**src/rtl/disp_scan_pkg.sv**
```systemverilog
package disp_scan_pkg;

  typedef struct packed {
    logic [2:0] duty;
    logic [1:0] psc;
    logic       slow;
  } frame_cfg_t;

  function automatic int unsigned duty_ncom(logic [2:0] code);
    case (code)
      3'b001:  return 8;
      3'b010:  return 3;
      3'b011:  return 5;
      3'b100:  return 6;
      3'b101:  return 7;
      default: return 4;
    endcase
  endfunction

endpackage

```
**src/rtl/disp_psc.sv**
```systemverilog
module disp_psc (
  input  logic       clk_i,
  input  logic       rst_ni,
  input  logic       tick_i,
  input  logic       run_i,
  input  logic       slow_i,
  input  logic [1:0] psc_i,
  output logic       step_o
);
  logic [1:0] cnt_q;
  logic [2:0] div_last;
  logic       adv;

  assign div_last = 3'd3 - {1'b0, psc_i};
  assign adv      = tick_i && run_i;
  assign step_o   = adv && (slow_i || ({1'b0, cnt_q} == div_last));

  always_ff @(posedge clk_i or negedge rst_ni) begin
    if (!rst_ni) cnt_q <= '0;
    else if (adv && !slow_i) cnt_q <= ({1'b0, cnt_q} == div_last) ? 2'd0 : cnt_q + 2'd1;
  end
endmodule

```
**src/rtl/disp_slot_seq.sv**
```systemverilog
module disp_slot_seq #(
  parameter int unsigned CNT_W = 10,
  parameter int unsigned IDX_W = 3,
  parameter int unsigned NUM_W = 4
) (
  input  logic             clk_i,
  input  logic             rst_ni,
  input  logic             step_i,
  input  logic [NUM_W-1:0] ncom_i,
  input  logic [CNT_W-1:0] flen_i,
  output logic [IDX_W-1:0] idx_o,
  output logic             wrap_o
);
  logic [CNT_W-1:0] slot_q, base_len, last_len, cur_len;
  logic [IDX_W-1:0] idx_q;
  logic             is_last, slot_end;

  // remainder of an uneven split goes to the last slot
  assign base_len = CNT_W'(flen_i / CNT_W'(ncom_i));
  assign last_len = flen_i - CNT_W'(base_len * CNT_W'(ncom_i - NUM_W'(1)));
  assign is_last  = (NUM_W'(idx_q) == ncom_i - NUM_W'(1));
  assign cur_len  = is_last ? last_len : base_len;
  assign slot_end = (slot_q == cur_len - CNT_W'(1));
  assign wrap_o   = step_i && slot_end && is_last;
  assign idx_o    = idx_q;

  always_ff @(posedge clk_i or negedge rst_ni) begin
    if (!rst_ni) begin
      slot_q <= '0;
      idx_q  <= '0;
    end else if (step_i) begin
      if (slot_end) begin
        slot_q <= '0;
        idx_q  <= is_last ? '0 : idx_q + IDX_W'(1);
      end else begin
        slot_q <= slot_q + CNT_W'(1);
      end
    end
  end
endmodule

```
**src/rtl/disp_com_dec.sv**
```systemverilog
module disp_com_dec #(
  parameter int unsigned MAX_COM = 8,
  parameter int unsigned IDX_W   = 3
) (
  input  logic               en_i,
  input  logic [IDX_W-1:0]   idx_i,
  output logic [MAX_COM-1:0] com_o
);
  for (genvar i = 0; i < MAX_COM; i++) begin : g_com
    assign com_o[i] = en_i && (idx_i == IDX_W'(i));
  end
endmodule

```
**src/rtl/disp_scan_gen.sv**
```systemverilog
module disp_scan_gen
  import disp_scan_pkg::*;
#(
  parameter int unsigned MAX_COM  = 8,
  parameter int unsigned SLOW_LEN = 512,
  parameter int unsigned FAST_LEN = 500,
  localparam int unsigned IDX_W   = $clog2(MAX_COM),
  localparam int unsigned NUM_W   = $clog2(MAX_COM + 1),
  localparam int unsigned MAX_LEN = (SLOW_LEN > FAST_LEN) ? SLOW_LEN : FAST_LEN,
  localparam int unsigned CNT_W   = $clog2(MAX_LEN + 1)
) (
  input  logic               clk_i,
  input  logic               rst_ni,
  input  logic               tick_i,
  input  logic               src_slow_i,
  input  logic               cfg_we_i,
  input  logic [2:0]         cfg_duty_i,
  input  logic [1:0]         cfg_psc_i,
  input  logic               cfg_io_i,
  input  logic               cfg_hold_i,
  output logic [MAX_COM-1:0] com_o,
  output logic [IDX_W-1:0]   com_idx_o,
  output logic               frame_start_o,
  output logic               pins_io_o
);
  frame_cfg_t       shadow_q, act_q;
  logic             io_q, hold_q, fs_q;
  logic             run, step, wrap;
  logic [NUM_W-1:0] n_act;
  logic [CNT_W-1:0] flen;

  assign run   = !(io_q && hold_q);
  assign n_act = NUM_W'(duty_ncom(act_q.duty));
  assign flen  = act_q.slow ? CNT_W'(SLOW_LEN) : CNT_W'(FAST_LEN);

  always_ff @(posedge clk_i or negedge rst_ni) begin
    if (!rst_ni) begin
      shadow_q <= '0;
      act_q    <= '0;
      io_q     <= 1'b0;
      hold_q   <= 1'b0;
      fs_q     <= 1'b0;
    end else begin
      fs_q <= wrap;
      if (wrap) act_q <= '{duty: shadow_q.duty, psc: shadow_q.psc, slow: src_slow_i};
      if (cfg_we_i) begin
        shadow_q.duty <= cfg_duty_i;
        shadow_q.psc  <= cfg_psc_i;
        io_q          <= cfg_io_i;
        hold_q        <= cfg_hold_i;
      end
    end
  end

  disp_psc u_psc (
    .clk_i  (clk_i),
    .rst_ni (rst_ni),
    .tick_i (tick_i),
    .run_i  (run),
    .slow_i (act_q.slow),
    .psc_i  (act_q.psc),
    .step_o (step)
  );

  disp_slot_seq #(.CNT_W(CNT_W), .IDX_W(IDX_W), .NUM_W(NUM_W)) u_seq (
    .clk_i  (clk_i),
    .rst_ni (rst_ni),
    .step_i (step),
    .ncom_i (n_act),
    .flen_i (flen),
    .idx_o  (com_idx_o),
    .wrap_o (wrap)
  );

  disp_com_dec #(.MAX_COM(MAX_COM), .IDX_W(IDX_W)) u_dec (
    .en_i  (!io_q),
    .idx_i (com_idx_o),
    .com_o (com_o)
  );

  assign frame_start_o = fs_q;
  assign pins_io_o     = io_q;
endmodule

```
**config.mk**
```make
export PLATFORM = sky130hd
export DESIGN_NAME = disp_scan_gen
export DESIGN_NICKNAME = d
export VERILOG_FILES = /design/src/rtl/disp_scan_pkg.sv /design/src/rtl/disp_psc.sv /design/src/rtl/disp_slot_seq.sv /design/src/rtl/disp_com_dec.sv /design/src/rtl/disp_scan_gen.sv
export SDC_FILE = /design/constraint.sdc
export NUM_CORES = 1
export LEC_CHECK = 0
export ABC_CLOCK_PERIOD_IN_PS = 25000
export BUFFER_PORTS_ARGS = -buffer_cell sky130_fd_sc_hd__buf_2
export CAP_MARGIN = 10
export CORE_MARGIN = 10
export CORE_UTILIZATION = 65
export CTS_CLUSTER_DIAMETER = 80
export CTS_CLUSTER_SIZE = 30
export DETAILED_ROUTE_END_ITERATION = 6
export PLACE_DENSITY = 0.79
export SETUP_SLACK_MARGIN = 0.15
export SKIP_LAST_GASP = 1
export SLEW_MARGIN = 10
export SYNTH_ARGS = -nofsm -noshare
export SYNTH_HDL_FRONTEND = slang
export SYNTH_SLANG_ARGS = --single-unit
```
**constraint.sdc**
```tcl
create_clock -name clk_i -period 25 [get_ports clk_i]
set_input_delay 2.5 -clock clk_i [delete_from_list [all_inputs] [get_ports clk_i]]
set_output_delay 2.5 -clock clk_i [all_outputs]
set_load 0.005 [all_outputs]
```
Yosys cells after proc, flatten, opt, wreduce, memory -nomap -nowiden
Cells that the tools add are included.
{"block": "classes", "addsub": 8, "mux": 6, "div_mod_pow": 1, "n_reduce_logical": 20, "n_mul": 1, "n_eq_ne": 15}
{"op": "$mux W10", "count": 3}
{"op": "$pmux W4 S5", "count": 1}
{"op": "$eq A3 B3 Y1 const B", "count": 6}
{"op": "$logic_and A1 B1 Y1", "count": 14}
{"op": "$eq A3 B2 Y1 const B", "count": 4}
{"op": "$add A10 B1 Y10 const B", "count": 1}
{"op": "$div A10 B4 Y10", "count": 1}
{"op": "$eq A10 B10 Y1", "count": 1}
{"op": "$mul A10 B10 Y10", "count": 1}
{"op": "$sub A10 B1 Y10 const B", "count": 1}
{"op": "$sub A10 B10 Y10", "count": 1}
{"op": "$eq A3 B1 Y1 const B", "count": 2}
{"op": "$sub A4 B1 Y5 const B", "count": 1}
{"op": "$eq A3 B4 Y1", "count": 1}
{"op": "$sub A4 B1 Y4 const B", "count": 1}
{"op": "$add A3 B1 Y3 const B", "count": 1}
{"op": "$eq A2 B3 Y1", "count": 1}
{"op": "$logic_not A1 Y1", "count": 3}
{"op": "$logic_not A3 Y1", "count": 1}
{"op": "$mux W3", "count": 1}
{"op": "$sub A2 B2 Y3 const A", "count": 1}
{"op": "$add A2 B1 Y2 const B", "count": 1}
{"op": "$mux W2", "count": 1}
{"op": "$reduce_and A2 Y1", "count": 1}
{"op": "$logic_or A1 B1 Y1", "count": 1}
{"block": "totals", "output_inout_bits": 13, "regBits": 29, "elab_cells": 62}

Logic depth before layout (Yosys ltp)
Gate-level depths: netlist (run 1).
{"block": "logic_depth", "ltp_word": 10, "ltp_mapped": 110, "mapped_depth_nobuf": 105}

Hierarchy
From an unflattened synthesis (run 1), not the netlist that was laid out.
{"block": "hier_totals", "hier_cells": 688, "hier_area_um2": 5793.1}
{"module": "disp_slot_seq", "area_each_um2": 4926.0, "n_inst": 1, "cells_each": 622}
{"module": "disp_scan_gen", "area_each_um2": 611.8, "n_inst": 1, "cells_each": 43}
{"module": "disp_psc", "area_each_um2": 158.9, "n_inst": 1, "cells_each": 15}
{"module": "disp_com_dec", "area_each_um2": 96.3, "n_inst": 1, "cells_each": 8}

Worst setup path before layout (run 1)
Ideal clock, no wire load.
{"block": "synth_path", "path_type": "flip-flop to flip-flop", "start": "reg act_q[5] in the netlist's numbering", "end": "reg act_q[1] in the netlist's numbering", "arrival_time_ps": 22075, "path_stages_with_launch": 103, "path_slack_ps": 2797, "path_cell_list": "dfrtp_1 > inv_1 > ha_1 > a21oi_1 > clkbuf_1 > ha_1 > buf_2 > a21boi_0 > o21ai_1 > mux2_2 > ha_1 > a21oi_1 > or2_1 > a311oi_4 > inv_2 > ha_1 > o21ai_0 > o21bai_1 > [67 not listed] > fa_1 > fa_1 > xnor2_1 > xnor2_1 > xnor2_1 > xnor2_1 > xnor2_1 > xnor2_1 > xnor2_1 > nor4_1 > o31ai_1 > xor2_1 > or3_1 > nand3_1 > o2111ai_1 > o21ai_4 > nand4_4 > mux2_1"}
{"block": "synth_between", "elab_chain_cells": 10, "word_cells_on_any_way": 17, "classes_between": "add/sub: 4; mul: 1; div: 1; eq/ne: 7; mux: 2; reduce/logical: 2"}
{"item": "start: declaration", "line": "disp_scan_gen.sv:26", "source": "frame_cfg_t shadow_q, act_q;"}
{"item": "start signal: assignment", "line": "disp_scan_gen.sv:45", "source": "if (wrap) act_q <= '{duty: shadow_q.duty, psc: shadow_q.psc, slow: src_slow_i};"}
{"item": "$eq A3 B3 Y1, or another cell as far along", "line": "disp_scan_pkg.sv:10", "source": "case (code)"}
{"item": "$pmux W4 S5 (*)", "line": "disp_scan_pkg.sv:10"}
{"item": "$div A10 B4 Y10 or $sub A4 B1 Y5 (tied branches)", "line": "disp_slot_seq.sv:19, disp_slot_seq.sv:20"}
{"item": "$mul A10 B10 Y10", "line": "disp_slot_seq.sv:20", "source": "assign last_len = flen_i - CNT_W'(base_len * CNT_W'(ncom_i - NUM_W'(1)));"}
{"item": "$sub A10 B10 Y10", "line": "disp_slot_seq.sv:20"}
{"item": "$mux W10", "line": "disp_slot_seq.sv:22", "source": "assign cur_len = is_last ? last_len : base_len;"}
{"item": "$sub A10 B1 Y10", "line": "disp_slot_seq.sv:23", "source": "assign slot_end = (slot_q == cur_len - CNT_W'(1));"}
{"item": "$eq A10 B10 Y1", "line": "disp_slot_seq.sv:23"}
{"item": "$logic_and A1 B1 Y1", "line": "disp_slot_seq.sv:24", "source": "assign wrap_o = step_i && slot_end && is_last;"}
{"item": "$logic_and A1 B1 Y1 (*)", "line": "disp_slot_seq.sv:24"}
Every way passes the cells marked *; elsewhere a longest branch is shown, timed or not.
A chain may end at the register's enable or synchronous reset.

Worst setup path in the final report (run 1)
Ends and elaborated chain as after synthesis.

==> results.cfg, run 1 <==
[cells_and_area]
diodes = 0
regArea_sq_um = 726
drive_above_1_share_pct = 17.1
multi_input_area_sq_mm = 0.00509
fillCellCount = 723
nets = 884
stdcell_count = 884
area_delta_synth_final_pct = 9.25

[route]
drtAntennaViolNets = 0
routed_wl_um = 16100
dr.first_iter.drc_count = 451
num_vias = 5693
vias_per_cell = 6.44
drcViolationCount = 0
wire_per_inst_um = 18.2
firstDrtPassIters = 5

[worst_setup_path]
startpoint_type = flop
crit_type = reg -> reg
reg2reg_depth = 97
critPathSlowestCell = fa_1
end_kind = flop
cp.required_ps = 25160
path_depth = 97
cp_max_fo = 17
critPathMaxStageDelay_ps = 530
cpMostUsedCell = ha_1
crit_family = compound AO/OA/AOI/OAI gates
arrival_ps = 23680
worstPathBufferInverterCount = 10

[global_routing]
grt_overflow = 0
track_usage_pct = 24.0
grt_pass1_wl_um = 26800
grt_pass1_vias = 5704
antenna_found_initial = 0
grt_max_degree = 30

[clocking]
ctsHoldBuffers = 0
clkSlewWorstSetupHoldPaths_ps = 60
cts.sinks = 29
clk_path_buf_depth = 2
cts_tree = done
cts-root-buf = clkbuf_8
htree_num_levels = 2
cts_buffers = 5
clock_latency_ps = 280

[floorplan]
core_sq_mm = 0.00915
ioPinCount = 25
dieArea_sq_mm = 0.0136
die_w_um = 117
start_util_pct = 66.2
die_y_um = 117
placementRows = 35

[timing]
hold_viol = 0
clock_skew_ps = 8.26
fin_crit_sh_pct = 94.1
max_freq_mhz = 42.5
finalSetupViolCount = 0
rsz0062_at_grt = false
worst_pin_slew_ps = 783
period_needed_ps = 23520
tns_ps = 0
report.final.slew_viol_count = 0
slew_headroom_pct = 47.6
setup_slack_ps = 1480

[synthesis]
synth-seq-cells = 29
yosysMostFrequentCell = nor2_1
yosysWarnings = 0
avgSynthCellArea_sq_um = 8.29
async_flop_share_pct = 100
synth_top_area_share_pct = 14.5
seq_area_frac_synth_pct = 12.0
syn_inst = 731
yosysTopAreaCell = ha_1
ys_types = 88
synth_area_leaders = ha_1 (14%), dfrtp_1 (12%), fa_1 (9.9%)
ys.flop_type = dfrtp_1
syn_nets = 843
synth_common_cells = nor2_1 (76), ha_1 (70), inv_1 (55)
synth_edf_count = 0
syn-cell-area_sq_mm = 0.00606

[place]
gp_congestion = 0.915
io_buffers = 24
place_hpwl_um = 12700
placed_cells = 859
post-place-ws_ps = 366

[status]
run_status = complete, no violations

[min_path]
min_path_cells = 1
hold_path_class = reg -> reg

[run]
maxCapViolations = 0
## per-stage QoR
step / utilization, % / cell area [sq um] / hold WS, ps
3_3_place_gp: 69.1 / 6320 / 468
5_1_grt: 72.3 / 6620 / 529
6_report: 72.3 / 6620 / 490
3_5_place_dp: 69.1 / 6320 / 482
2_1_floorplan: - / 6060 / 454
4_1_cts: 70.2 / 6430 / 495
## cells in the final DEF, fill, tap and decap left out, drive strengths merged, types with 6 or more instances in the layout
| master | count |
|---|---|
| nand2b | 15 |
| and3 | 6 |
| o21ai | 40 |
| or3 | 12 |
| nand2 | 44 |
| buf | 54 |
| a21oi | 48 |
| ha | 70 |
| o211ai | 16 |
| xor2 | 17 |
| fa | 30 |
| a211oi | 6 |
| mux2i | 6 |
| o21bai | 6 |
| nand3 | 16 |
| o21a | 11 |
| a21o | 9 |
| nor2 | 76 |
| xnor2 | 43 |
| clkbuf | 7 |
| dfrtp | 29 |
| inv | 56 |
| or2 | 8 |
| nor3 | 16 |
| nor2b | 14 |
| and2 | 11 |
| mux2 | 23 |
| nor4 | 6 |
| nand4 | 10 |
## per-layer routing
| layer | vias up | GRT usage [%] | wire length (um) |
|---|---|---|---|
| met5 | - | 0 | 0 |
| met4 | 0 | 10.5 | 528 |
| met3 | 50 | 3.80 | 1070 |
| met2 | 239 | 41.5 | 7790 |
| met1 | 2706 | 28.9 | 6660 |
| li1 | 2698 | - | - |
## timing repair
| item | CTS | global route |
|---|---|---|
| buffers inserted | 0 | 17 |
| resized for setup | 0 | 18 |
| endpoints found under the setup margin | 0 | 20 |
## worst paths after layout
| kind | start | to | slack, ps |
|---|---|---|---|
| max | act_q[5] | act_q[1] | 1480 |
| min | shadow_q[4] | act_q[4] | 490 |
| max reg2reg | act_q[5] | act_q[1] | 1480 |
| min reg2reg | shadow_q[4] | act_q[4] | 490 |
| max in group asynchronous | rst_ni | act_q[3] | 22350 |
| min in group asynchronous | rst_ni | u_seq.slot_q[3] | 2230 |
## sequential cells by signal, indices dropped and copies added, names as in the netlist
register / flops
pins_io_o: 1
u_psc.cnt_q: 2
act_q: 6
shadow_q: 5
hold_q: 1
frame_start_o: 1
u_seq.idx_o: 3
u_seq.slot_q: 10
## cells by family (layout without fill, tap and decap cells)
kind of cell    Yosys count  count (layout)  share of synthesized area, %
buf+inv                  77             119                          5.02
compound gates          190             190                          23.0
simple gates            246             246                          21.3
mux                      29              29                          5.66
xor+xnor                 60              60                          8.67
fa+ha+maj               100             100                          24.4
flops                    29              29                          12.0
## layout make-up
cell class	count	area share (%)
flip-flops and latches	29	11.0
repair buffers	54	5.27
multi-input cells	625	76.9
inverters	57	3.23
clock inverters	1	0.0756
clock buffers	7	1.46
well taps	111	2.10
## worst reg2reg max path, delay by kind of cell, from the launching register on
| kind | cells | cell delay (ps) |
|---|---|---|
| adders and majority gates | 17 | 5900 |
| muxes | 7 | 2340 |
| xor gates and xnor gates | 8 | 1360 |
| AOI/OAI and AO/OA | 31 | 6520 |
| and+or+nand+nor | 24 | 5170 |
| DFF | 1 | 490 |
| buffers and inverters | 10 | 1620 |
Power of run 1 is not shown: default switching activity piles up to over one toggle a cycle in this logic, so the estimate is an artifact.
==> inputs of run 2 (changes only) <==
Settings changed: CELL_PAD_IN_SITES_DETAIL_PLACEMENT set to 0, CELL_PAD_IN_SITES_GLOBAL_PLACEMENT set to 1, CORE_UTILIZATION 65 to 49, CTS_CLUSTER_DIAMETER 80 to 100.
==> run 2 against run 1 <==
Against the previous run:
- hold slack gained 2.8 ps
- utilization shrank 17 points
- register-to-register slack gained 250 ps
- cell area grew 0.34%
==> results.cfg, run 2 (synthesis results as in run 1) <==
[status]
run_status = complete, no violations

[worst_setup_path]
cpMostUsedCell = ha_1
cp_max_fo = 18
crit_type = reg -> reg
end_kind = flop
crit_family = compound AO/OA/AOI/OAI gates
worstPathBufferInverterCount = 9
critPathMaxStageDelay_ps = 540
reg2reg_depth = 99
startpoint_type = flop
arrival_ps = 23420
cp.required_ps = 25150
critPathSlowestCell = fa_1
path_depth = 99

[floorplan]
core_sq_mm = 0.0121
dieArea_sq_mm = 0.0172
die_w_um = 131
start_util_pct = 50.2
placementRows = 40
ioPinCount = 25
die_y_um = 131

[cells_and_area]
nets = 873
reg_top3 = u_seq.slot_q x10, act_q x6, shadow_q x5
largest_register_ffs = 10
mostFrequentLayoutCells = nor2_1 (76), ha_1 (70), inv_1 (55)
diodes = 0
fillCellCount = 1134
drive_above_1_share_pct = 15.4
mostFrequentLayoutCell = nor2_1
top_register = u_seq.slot_q
area_delta_synth_final_pct = 9.62

[route]
dr.first_iter.drc_count = 381
drcViolationCount = 0
drtAntennaViolNets = 0
num_vias = 5436
firstDrtPassIters = 5
vias_per_cell = 5.85
routed_wl_um = 16300
wire_per_inst_um = 17.5

[timing]
worst_pin_slew_ps = 917
fin_crit_sh_pct = 93.1
finalSetupViolCount = 0
slew_headroom_pct = 38.7
hold_viol = 0
period_needed_ps = 23270
max_freq_mhz = 43.0
report.final.slew_viol_count = 0
rsz0062_at_grt = false
clock_skew_ps = 6.04
tns_ps = 0

[place]
io_buffers = 24
place_hpwl_um = 13200
gp_congestion = 0.870

[clocking]
htree_num_levels = 2
cts_buffers = 5
clock_latency_ps = 280
cts.sinks = 29
cts-root-buf = clkbuf_16
clk_path_buf_depth = 2
cts_tree = done
clkSlewWorstSetupHoldPaths_ps = 50

[min_path]
min_path_cells = 1
hold_path_class = reg -> reg

[global_routing]
grt_pass1_wl_um = 26900
grt_max_degree = 30
grt_overflow = 0
antenna_found_initial = 0
grt_pass1_vias = 5439
track_usage_pct = 18.3

[run]
maxCapViolations = 0
run 2: cell types whose count changed in the layout (fill, tap and decap cells not counted), sizes merged:
cell	delta
buf	-11
run 2: cell type report:
cell class	count	area [sq um]	share of cell area, %
clock buffers	7	153	2.30
repair buffers	43	267	4.01
flip-flops and latches	29	726	10.9
inverters	57	214	3.22
well taps	168	210	3.17
clock inverters	1	5.00	0.0754
multi-input cells	625	5070	76.3
run 2: through the flow:
| stage | instances | instance area, sq um | setup slack, ps | util [%] | hold slack [ps] |
|---|---|---|---|---|---|
| floorplan | 731 | 6060 | 2800 | - | 454 |
| global placement | 915 | 6390 | 1370 | 53.0 | 468 |
| detailed placement | 915 | 6390 | 812 | 53.0 | 481 |
| CTS | 923 | 6550 | 711 | 54.3 | 492 |
| global route | 930 | 6640 | 91.1 | 55.1 | 510 |
| finish | 930 | 6640 | 1730 | 55.1 | 493 |
run 2: timing repair:
action | 4_1_cts | 5_1_grt
gates resized for setup | 0 | 12
buffers inserted | 0 | 7
setup endpoints to repair | 0 | 20
hold buffers | 0 | 0
run 2: path summary, 6_finish.rpt:
kind / slack (ps) / to / start
worst max register to register: 1730 / act_q[4] / act_q[5]
worst max-delay path: 1730 / act_q[4] / act_q[5]
max in group asynchronous: 22330 / u_psc.cnt_q[1] / rst_ni
worst min register to register: 490 / act_q[1] / shadow_q[1]
min in group asynchronous: 2250 / frame_start_o / rst_ni
worst min-delay path: 490 / act_q[1] / shadow_q[1]
run 2: routing by layer:
| metal | track usage [%] | part of all wire (%) |
|---|---|---|
| met3 | 1.83 | 3.7 |
| met1 | 23.7 | 46 |
| met4 | 4.88 | 1.2 |
| met2 | 31.7 | 49 |
| met5 | 0 | 0 |
Power of run 2 is left out for the same reason.
